`config.mk`:
```
export PLATFORM = sky130hd
export DESIGN_NAME = sarser_top
export DESIGN_NICKNAME = d
export VERILOG_FILES = /design/src/rtl/sarser_pkg.sv /design/src/rtl/sarser_search.sv /design/src/rtl/sarser_frame.sv /design/src/rtl/sarser_top.sv
export SDC_FILE = /design/constraint.sdc
export NUM_CORES = 1
export LEC_CHECK = 0
export BUFFER_PORTS_ARGS = -buffer_cell sky130_fd_sc_hd__buf_4
export CAP_MARGIN = 20
export CORE_MARGIN = 2
export CORE_UTILIZATION = 59
export CTS_BUF_LIST = sky130_fd_sc_hd__clkbuf_8
export CTS_CLUSTER_DIAMETER = 100
export DETAILED_ROUTE_END_ITERATION = 10
export GPL_TIMING_DRIVEN = 1
export PLACE_DENSITY = 0.82
export SLEW_MARGIN = 20
export SYNTH_ARGS = -nofsm -noshare
export SYNTH_HDL_FRONTEND = slang
export SYNTH_SLANG_ARGS = --single-unit
export TNS_END_PERCENT = 20
```
`constraint.sdc`:
```
create_clock -name clk -period 2.3 [get_ports clk]
set_input_delay 0.23 -clock clk [delete_from_list [all_inputs] [get_ports clk]]
set_output_delay 0.23 -clock clk [all_outputs]
set_load 0.01 [all_outputs]
```
`src/rtl/sarser_pkg.sv`:
```
package sarser_pkg;
   typedef enum logic {
      CODE_OFFSET = 1'b0,
      CODE_TWOS   = 1'b1
   } code_e;
endpackage

```
`src/rtl/sarser_search.sv`:
```
module sarser_search #(
   parameter int W = 14
) (
   input  logic         clk,
   input  logic         rst_n,
   input  logic         init,
   input  logic         step,
   input  logic         cmp,
   output logic [W-1:0] trial
);
   localparam logic [W-1:0] MID = {1'b1, {(W-1){1'b0}}};

   logic [W-1:0] mask_q;
   logic [W-1:0] b_trial, b_mask, n_trial, n_mask;

   // a launch and a first decision may land on the same edge
   always_comb begin
      b_trial = init ? MID : trial;
      b_mask  = init ? MID : mask_q;
      n_trial = b_trial;
      n_mask  = b_mask;
      if (step && (b_mask != '0)) begin
         n_trial = cmp ? b_trial : (b_trial & ~b_mask);
         n_trial = n_trial | (b_mask >> 1);
         n_mask  = b_mask >> 1;
      end
   end

   always_ff @(posedge clk or negedge rst_n) begin
      if (!rst_n) begin
         trial  <= MID;
         mask_q <= '0;
      end else begin
         trial  <= n_trial;
         mask_q <= n_mask;
      end
   end
endmodule

```
`src/rtl/sarser_frame.sv`:
```
module sarser_frame #(
   parameter int W    = 14,
   parameter int LEAD = 2
) (
   input  logic         clk,
   input  logic         rst_n,
   input  logic         open,
   input  logic         tick,
   input  logic [W-1:0] word,
   output logic         frm,
   output logic         sd,
   output logic         clk_on
);
   localparam int FRAME = LEAD + W;
   localparam int PW    = $clog2(FRAME + 1);
   localparam int IW    = $clog2(W + LEAD);

   logic [PW-1:0] pos_q, b_pos, n_pos;
   logic          b_frm, n_frm, n_sd, n_clk;
   logic [IW-1:0] ix;

   always_comb begin
      b_pos = open ? '0 : pos_q;
      b_frm = open | frm;
      n_pos = b_pos;
      n_frm = b_frm;
      n_sd  = open ? 1'b0 : sd;
      n_clk = open ? 1'b0 : clk_on;
      ix    = IW'(W - 1 + LEAD - int'(b_pos));
      if (tick && b_frm) begin
         if (b_pos < PW'(FRAME)) begin
            n_sd  = (b_pos < PW'(LEAD)) ? 1'b0 : word[ix];
            n_pos = b_pos + 1'b1;
            n_clk = 1'b1;
         end else begin
            n_frm = 1'b0;
            n_sd  = 1'b0;
            n_clk = 1'b0;
         end
      end
   end

   always_ff @(posedge clk or negedge rst_n) begin
      if (!rst_n) begin
         pos_q  <= '0;
         frm    <= 1'b0;
         sd     <= 1'b0;
         clk_on <= 1'b0;
      end else begin
         pos_q  <= n_pos;
         frm    <= n_frm;
         sd     <= n_sd;
         clk_on <= n_clk;
      end
   end
endmodule

```
`src/rtl/sarser_top.sv`:
```
module sarser_top #(
   parameter int                 W      = 14,
   parameter int                 LEAD   = 2,
   parameter int                 EXTRA  = 3,
   parameter sarser_pkg::code_e  CODING = sarser_pkg::CODE_TWOS
) (
   input  logic         clk,
   input  logic         rst_n,
   input  logic         start_n,
   input  logic         cmp,
   input  logic         rd,
   input  logic         sclk_cont,
   output logic [W-1:0] dac_code,
   output logic         hold,
   output logic         int_n,
   output logic         err,
   output logic [W-1:0] result,
   output logic         sclk_oe,
   output logic         sclk_lo,
   output logic         sdata_oe,
   output logic         sdata_lo,
   output logic         strb_oe,
   output logic         strb_lo
);
   localparam int FRAME     = LEAD + W;
   localparam int END_EARLY = FRAME + EXTRA;
   localparam int END_LATE  = END_EARLY + 1;
   localparam int KW        = $clog2(END_LATE + 1);
   localparam logic [W-1:0] MID = {1'b1, {(W-1){1'b0}}};

   if (W < 2)     begin : g_bad_w     $error("W must be at least 2");    end
   if (LEAD < 1)  begin : g_bad_lead  $error("LEAD must be at least 1"); end
   if (EXTRA < 1) begin : g_bad_extra $error("EXTRA must be at least 1"); end

   logic          ph, start_q, busy, late, en_q;
   logic [KW-1:0] k, k_inc;
   logic          launch, again, rise, tick, done;
   logic [W-1:0]  trial, coded;
   logic          frm, sd, clk_on;

   assign rise   = ~ph;
   assign launch = ~start_q & start_n & ~busy;
   assign again  = ~start_q & start_n & busy;
   assign tick   = rise & (busy | launch);
   assign k_inc  = k + 1'b1;
   assign done   = busy & rise & (k_inc == (late ? KW'(END_LATE) : KW'(END_EARLY)));

   if (CODING == sarser_pkg::CODE_TWOS) begin : g_twos
      assign coded = {~trial[W-1], trial[W-2:0]};
   end else begin : g_offset
      assign coded = trial;
   end

   sarser_search #(.W(W)) u_search (
      .clk   (clk),
      .rst_n (rst_n),
      .init  (launch),
      .step  (tick),
      .cmp   (cmp),
      .trial (trial)
   );

   sarser_frame #(.W(W), .LEAD(LEAD)) u_frame (
      .clk    (clk),
      .rst_n  (rst_n),
      .open   (launch),
      .tick   (tick),
      .word   (coded),
      .frm    (frm),
      .sd     (sd),
      .clk_on (clk_on)
   );

   always_ff @(posedge clk or negedge rst_n) begin
      if (!rst_n) begin
         ph      <= 1'b0;
         start_q <= 1'b1;
         en_q    <= 1'b0;
         busy    <= 1'b0;
         late    <= 1'b0;
         k       <= '0;
         hold    <= 1'b0;
         int_n   <= 1'b1;
         err     <= 1'b0;
         result  <= '0;
      end else begin
         ph      <= ~ph;
         start_q <= start_n;
         en_q    <= 1'b1;
         if (launch) begin
            busy <= 1'b1;
            hold <= 1'b1;
            late <= rise;
            k    <= rise ? KW'(1) : '0;
         end else if (busy && rise) begin
            k <= k_inc;
            if (done) begin
               busy   <= 1'b0;
               hold   <= 1'b0;
               result <= coded;
            end
         end
         if (again) err <= 1'b1;
         if (done)    int_n <= 1'b0;
         else if (rd) int_n <= 1'b1;
      end
   end

   assign dac_code = busy ? trial : MID;
   assign sclk_oe  = sclk_cont | clk_on;
   assign sclk_lo  = ~ph;
   assign sdata_oe = frm;
   assign sdata_lo = ~sd;
   assign strb_oe  = en_q;
   assign strb_lo  = frm;
endmodule

```
# Word-level counts from Yosys, hierarchy flattened
# Index checks and enable logic that the tools add are counted.
# word_totals
wordCells	78
input_bits	6
out_inout_bits	37
ff_bits	62
# op_classes
addsub	3
reduce_logical	10
n_eq_ne	1
magnitude_cmp	3
mux	28
n_bitwise	18
# ops
op	n
two-way mux 14 bit	6
two-way mux 5 bit	5
two-way mux 1 bit	15
AND 14 bit	1
inverter 14 bit	1
bitwise OR 14 x 13 -> 14 bit	1
nonzero test 14 bit	1
adder 5 x 1 -> 5 bit (second input constant)	2
nonzero test 2 bit	4
AND 1 bit	6
inverter 1 bit	6
== test 5 bit	1
< comparator 4 x 5 -> 1 bit (second input constant)	1
< comparator 5 x 2 -> 1 bit (second input constant)	1
< comparator 5 bit (second input constant)	1
binary-select mux 1 bit (select 4 bit)	1
subtractor 4 bit (first input constant)	1
logical AND 1 bit	3
two-way mux 3 bit	1
bitwise OR 1 bit	3
AND reduction 3 bit	1
AND reduction 2 bit	1

# Logic depth before layout (Yosys ltp)
# depth
ltp_word	10
ltp_mapped	6
ltp_nobuf	5

# Cells and area by module
# A second synthesis with hierarchy kept.
# hier_totals
hier_cells	267
area_unflattened_um2	2837.7
# by_module_without_submodules
module	area_per_inst_um2	n_inst	cells_each	seq_area_each_um2
sarser_top	1163.6	1	99	653.1
sarser_search	1147.4	1	118	701.9
sarser_frame	526.8	1	50	200.2

# Worst setup path after synthesis
# Ideal clock, no wire load.
# synth_path
path_type	register to register
startpoint	reg k[0]
endpoint	reg result[10]
path_buffers	1
slack_ns	0.195
synth_period_minus_slack_ns	2.105
t_required_ns	2.175
arrival_ns	1.980
setup_time_ns	0.125
path_stages_with_launch	7
cell_sequence	dfrtp_1 > ha_1 > and3b_1 > o221ai_1 > a211oi_4 > buf_8 > mux2_4
# synth_via
elab_chain_len	4
# synth_rtl
element	line_no	rtl
from (decl)	sarser_top.sv:36	logic [KW-1:0] k, k_inc;
from (signal assigned)	sarser_top.sv:94	k <= rise ? KW'(1) : '0;
from (signal assigned)	sarser_top.sv:96	k <= k_inc;
adder 5 x 1 -> 5 bit	sarser_top.sv:45	assign k_inc = k + 1'b1;
== test 5 bit	sarser_top.sv:46	assign done = busy & rise & (k_inc == (late ? KW'(END_LATE) : KW'(END_EARLY)));
AND 1 bit	sarser_top.sv:46	
AND reduction 3 bit (no line)	n/a	
to (signal assigned)	sarser_top.sv:100	result <= coded;
to (decl)	sarser_top.sv:17	output logic [W-1:0] result,
# Every way passes these cells.
# A chain may end at the register's enable or synchronous reset.

# Final worst setup path
# layout_path
startpoint	reg k[0]
endpoint	reg result[3]
# Same word-level chain as after synthesis.

==> impl_metrics.toml <==
[setup_path]
cpMaxStageDelayCell = "dfrtp_1"
cp_data_arrival_time_ns = 2.47
worstPathCellList = "ha_1 -> and3b_1 -> o221ai_1 -> a211oi_4 -> buf_4 -> mux2_2"
worstSetupPathType = "flop to flop"
worstRegToRegCells = 6
end_kind = "flop"
critical_path.top_delay_family = "compound AO/OA/AOI/OAI gates"
r2r-start = "k[0]"
cp.required_ns = 2.52
cp_slowest_stage_delay_ns = 0.44
crit_start = "k[0]"
cp-start-kind = "flop"
critPathBufInv = 1
crit_fanout = 7
regToRegEndpoint = "result[3]"
rrSetupSlack_ns = 0.05

[die]
io_pins = 43
core_um2 = 4750
row_count = 25
die_w_um = 74.3
fp.dieArea_um2 = 5510
initial_core_util_pct = 61.2
die_h_um = 74.3

[sta]
max_slew_margin_pct = 49.8
maxSlewViolCount = 0
fin_worst_skew_ns = 0.00655
setup_viol = 0
worst-slew-pin-transition_ns = 0.753
setup_tns_ns = 0
grt_setup_unrepaired = "false"
period_share_pct = 97.7
max_freq_mhz = 445
finalCriticalPeriod_ns = 2.25
finalHoldViolCount = 0

[synthesis]
ys_seq_area_share_pct = 53.4
synth-edff-count = 0
netlist-cell-type-count = 52
synthTopCellsByArea = "dfrtp_1, a32o_1, mux2_4, and2_1, nand2_1"
ys_warn_count = 0
syn-num-nets = 262
synthCells = 255
yosysTopAreaCell = "dfrtp_1"
synth_seq_cells = 62
yosysTopAreaCellShare_pct = 50.7
synth_most_common_cell = "dfrtp_1"
async_reset_ff_share_pct = 100
syn_area_um2 = 2910
synthFlopType = "dfrtp_1"
syn_area_per_cell_um2 = 11.4
synthTopCellsByCount = "dfrtp_1, nand2_1, a32o_1, and2_1, nor2_1"

[grt]
overflow = 0
antenna_found_initial = 0
grt_usage_pct = 25.5
grt_pass1_vias = 2082
grt_max_degree = 63
grt_pass1_wl_um = 10400

[pwr]
p_leak_uw = 0.00160
finalPower_uw = 3970
ir_worst_vdd_mv = 0.646
power.density_nw_per_um2 = 1130

[layout]
synthToLayoutAreaGrowth_pct = 20.5
multi_input_area_um2 = 1240
fin_util_pct = 73.8
nFillCells = 333
num_antenna_cells = 0
design_area_um2 = 3510
fin_nets = 308
fin_cells = 373
drive_gt1_share_pct = 30.4
regArea_um2 = 1560

[place]
placed_cell_area_um2 = 3290
hpwlAfterDp_um = 4270
gp_congestion = 0.862
place_inst = 356
io_buffers = 42

[clocking]
clock_latency_ns = 0.34
path_clk_slew_ns = 0.07
cts_max_path_buffers = 2
cts_setup_buffers = 0
clock-sinks = 62
clockRootBuffer = "clkbuf_8"
htreeDepth = 3
cts_buffers = 9
cts_tree = "done"

[worst_hold_path]
hold_depth = 1
worstHoldStart = "start_n"
worstHoldEndpoint = "start_q"
min_path_type = "input port to flop"

[routing]
wire_per_inst_um = 17.3
vias_per_cell = 5.94
wl_um = 6460
drt_iter0_markers = 305
dr.pass1.iters = 4
vias = 2215
drtAntennaViolNets = 0
drc_errors = 0

[status]
outcome = "completed"

[run]
drv_cap = 0
-- per-layer routing --
layer | wire [um] | part of all wire, % | GRT usage [%]
met5 | 0 | 0 | 0
met2 | 3060 | 47 | 38.2
met4 | 173 | 2.7 | 13.1
met3 | 302 | 4.7 | 4.61
met1 | 2920 | 45 | 36.1
-- cell families after synthesis --
family,synth area share [%]
AOI/OAI and AO/OA,17.4
buffers and inverters,3.87
DFF,53.4
xor gates and xnor gates,1.50
muxes,8.51
and+or+nand+nor,14.7
other,0.129
adders and majority gates,0.430
-- worst max path at each step --
stage	end	slack, ns	cells past startpoint
final	result[3]	0.05	6
after global placement	result[7]	0.23	6
after detailed placement	result[8]	0.12	6
after floorplan	result[10]	0.20	6
after CTS	result[8]	0.06	6
after global routing	result[4]	0.0004	6
-- power by group --
part           internal (uW)  switching [uW]
clock network            550             413
registers               1380             317
logic                    708             596
-- cells in the final DEF, fill, tap and decap left out, drive strengths merged, types with 9 or more instances in the layout --
cell    count
dfrtp      59
a32o       21
a21oi      10
nand2      23
buf        51
clkbuf     11
nor2       16
inv         9
and2       16
mux2       13
-- per-stage QoR --
stage	hold WS [ns]	setup slack, ns
after floorplan	-0.0656	0.195
after global placement	0.341	0.232
after detailed placement	0.345	0.124
after CTS	0.0130	0.0598
after global routing	0.0147	0.000415
final	0.0142	0.0520
-- flip-flops by register name, indices dropped and copies added (netlist names), 5 cells and up --
signal / cells
u_search.trial: 14
k: 5
result: 14
u_frame.pos_q: 5
u_search.mask_q: 14
-- worst register-to-register path: stages (launching register included) --
cell	delay [ns]
dfrtp_1	0.44
ha_1	0.35
and3b_1	0.27
o221ai_1	0.21
a211oi_4	0.31
buf_4	0.20
mux2_2	0.34
-- timing repair --
item	4_1_cts	5_1_grt
endpoints found under the hold margin	59	0
hold buffers	1	0
gates resized for setup	0	1
setup endpoints to repair	0	7
-- cell type report --
type | count | area share, %
inverters | 7 | 0.749
multi-input cells | 169 | 35.5
flip-flops and latches | 62 | 44.3
well taps | 67 | 2.39
repair buffers | 52 | 11.3
clock buffers | 11 | 4.32
clock inverters | 5 | 1.43
Power figures use the tool's default switching activity.
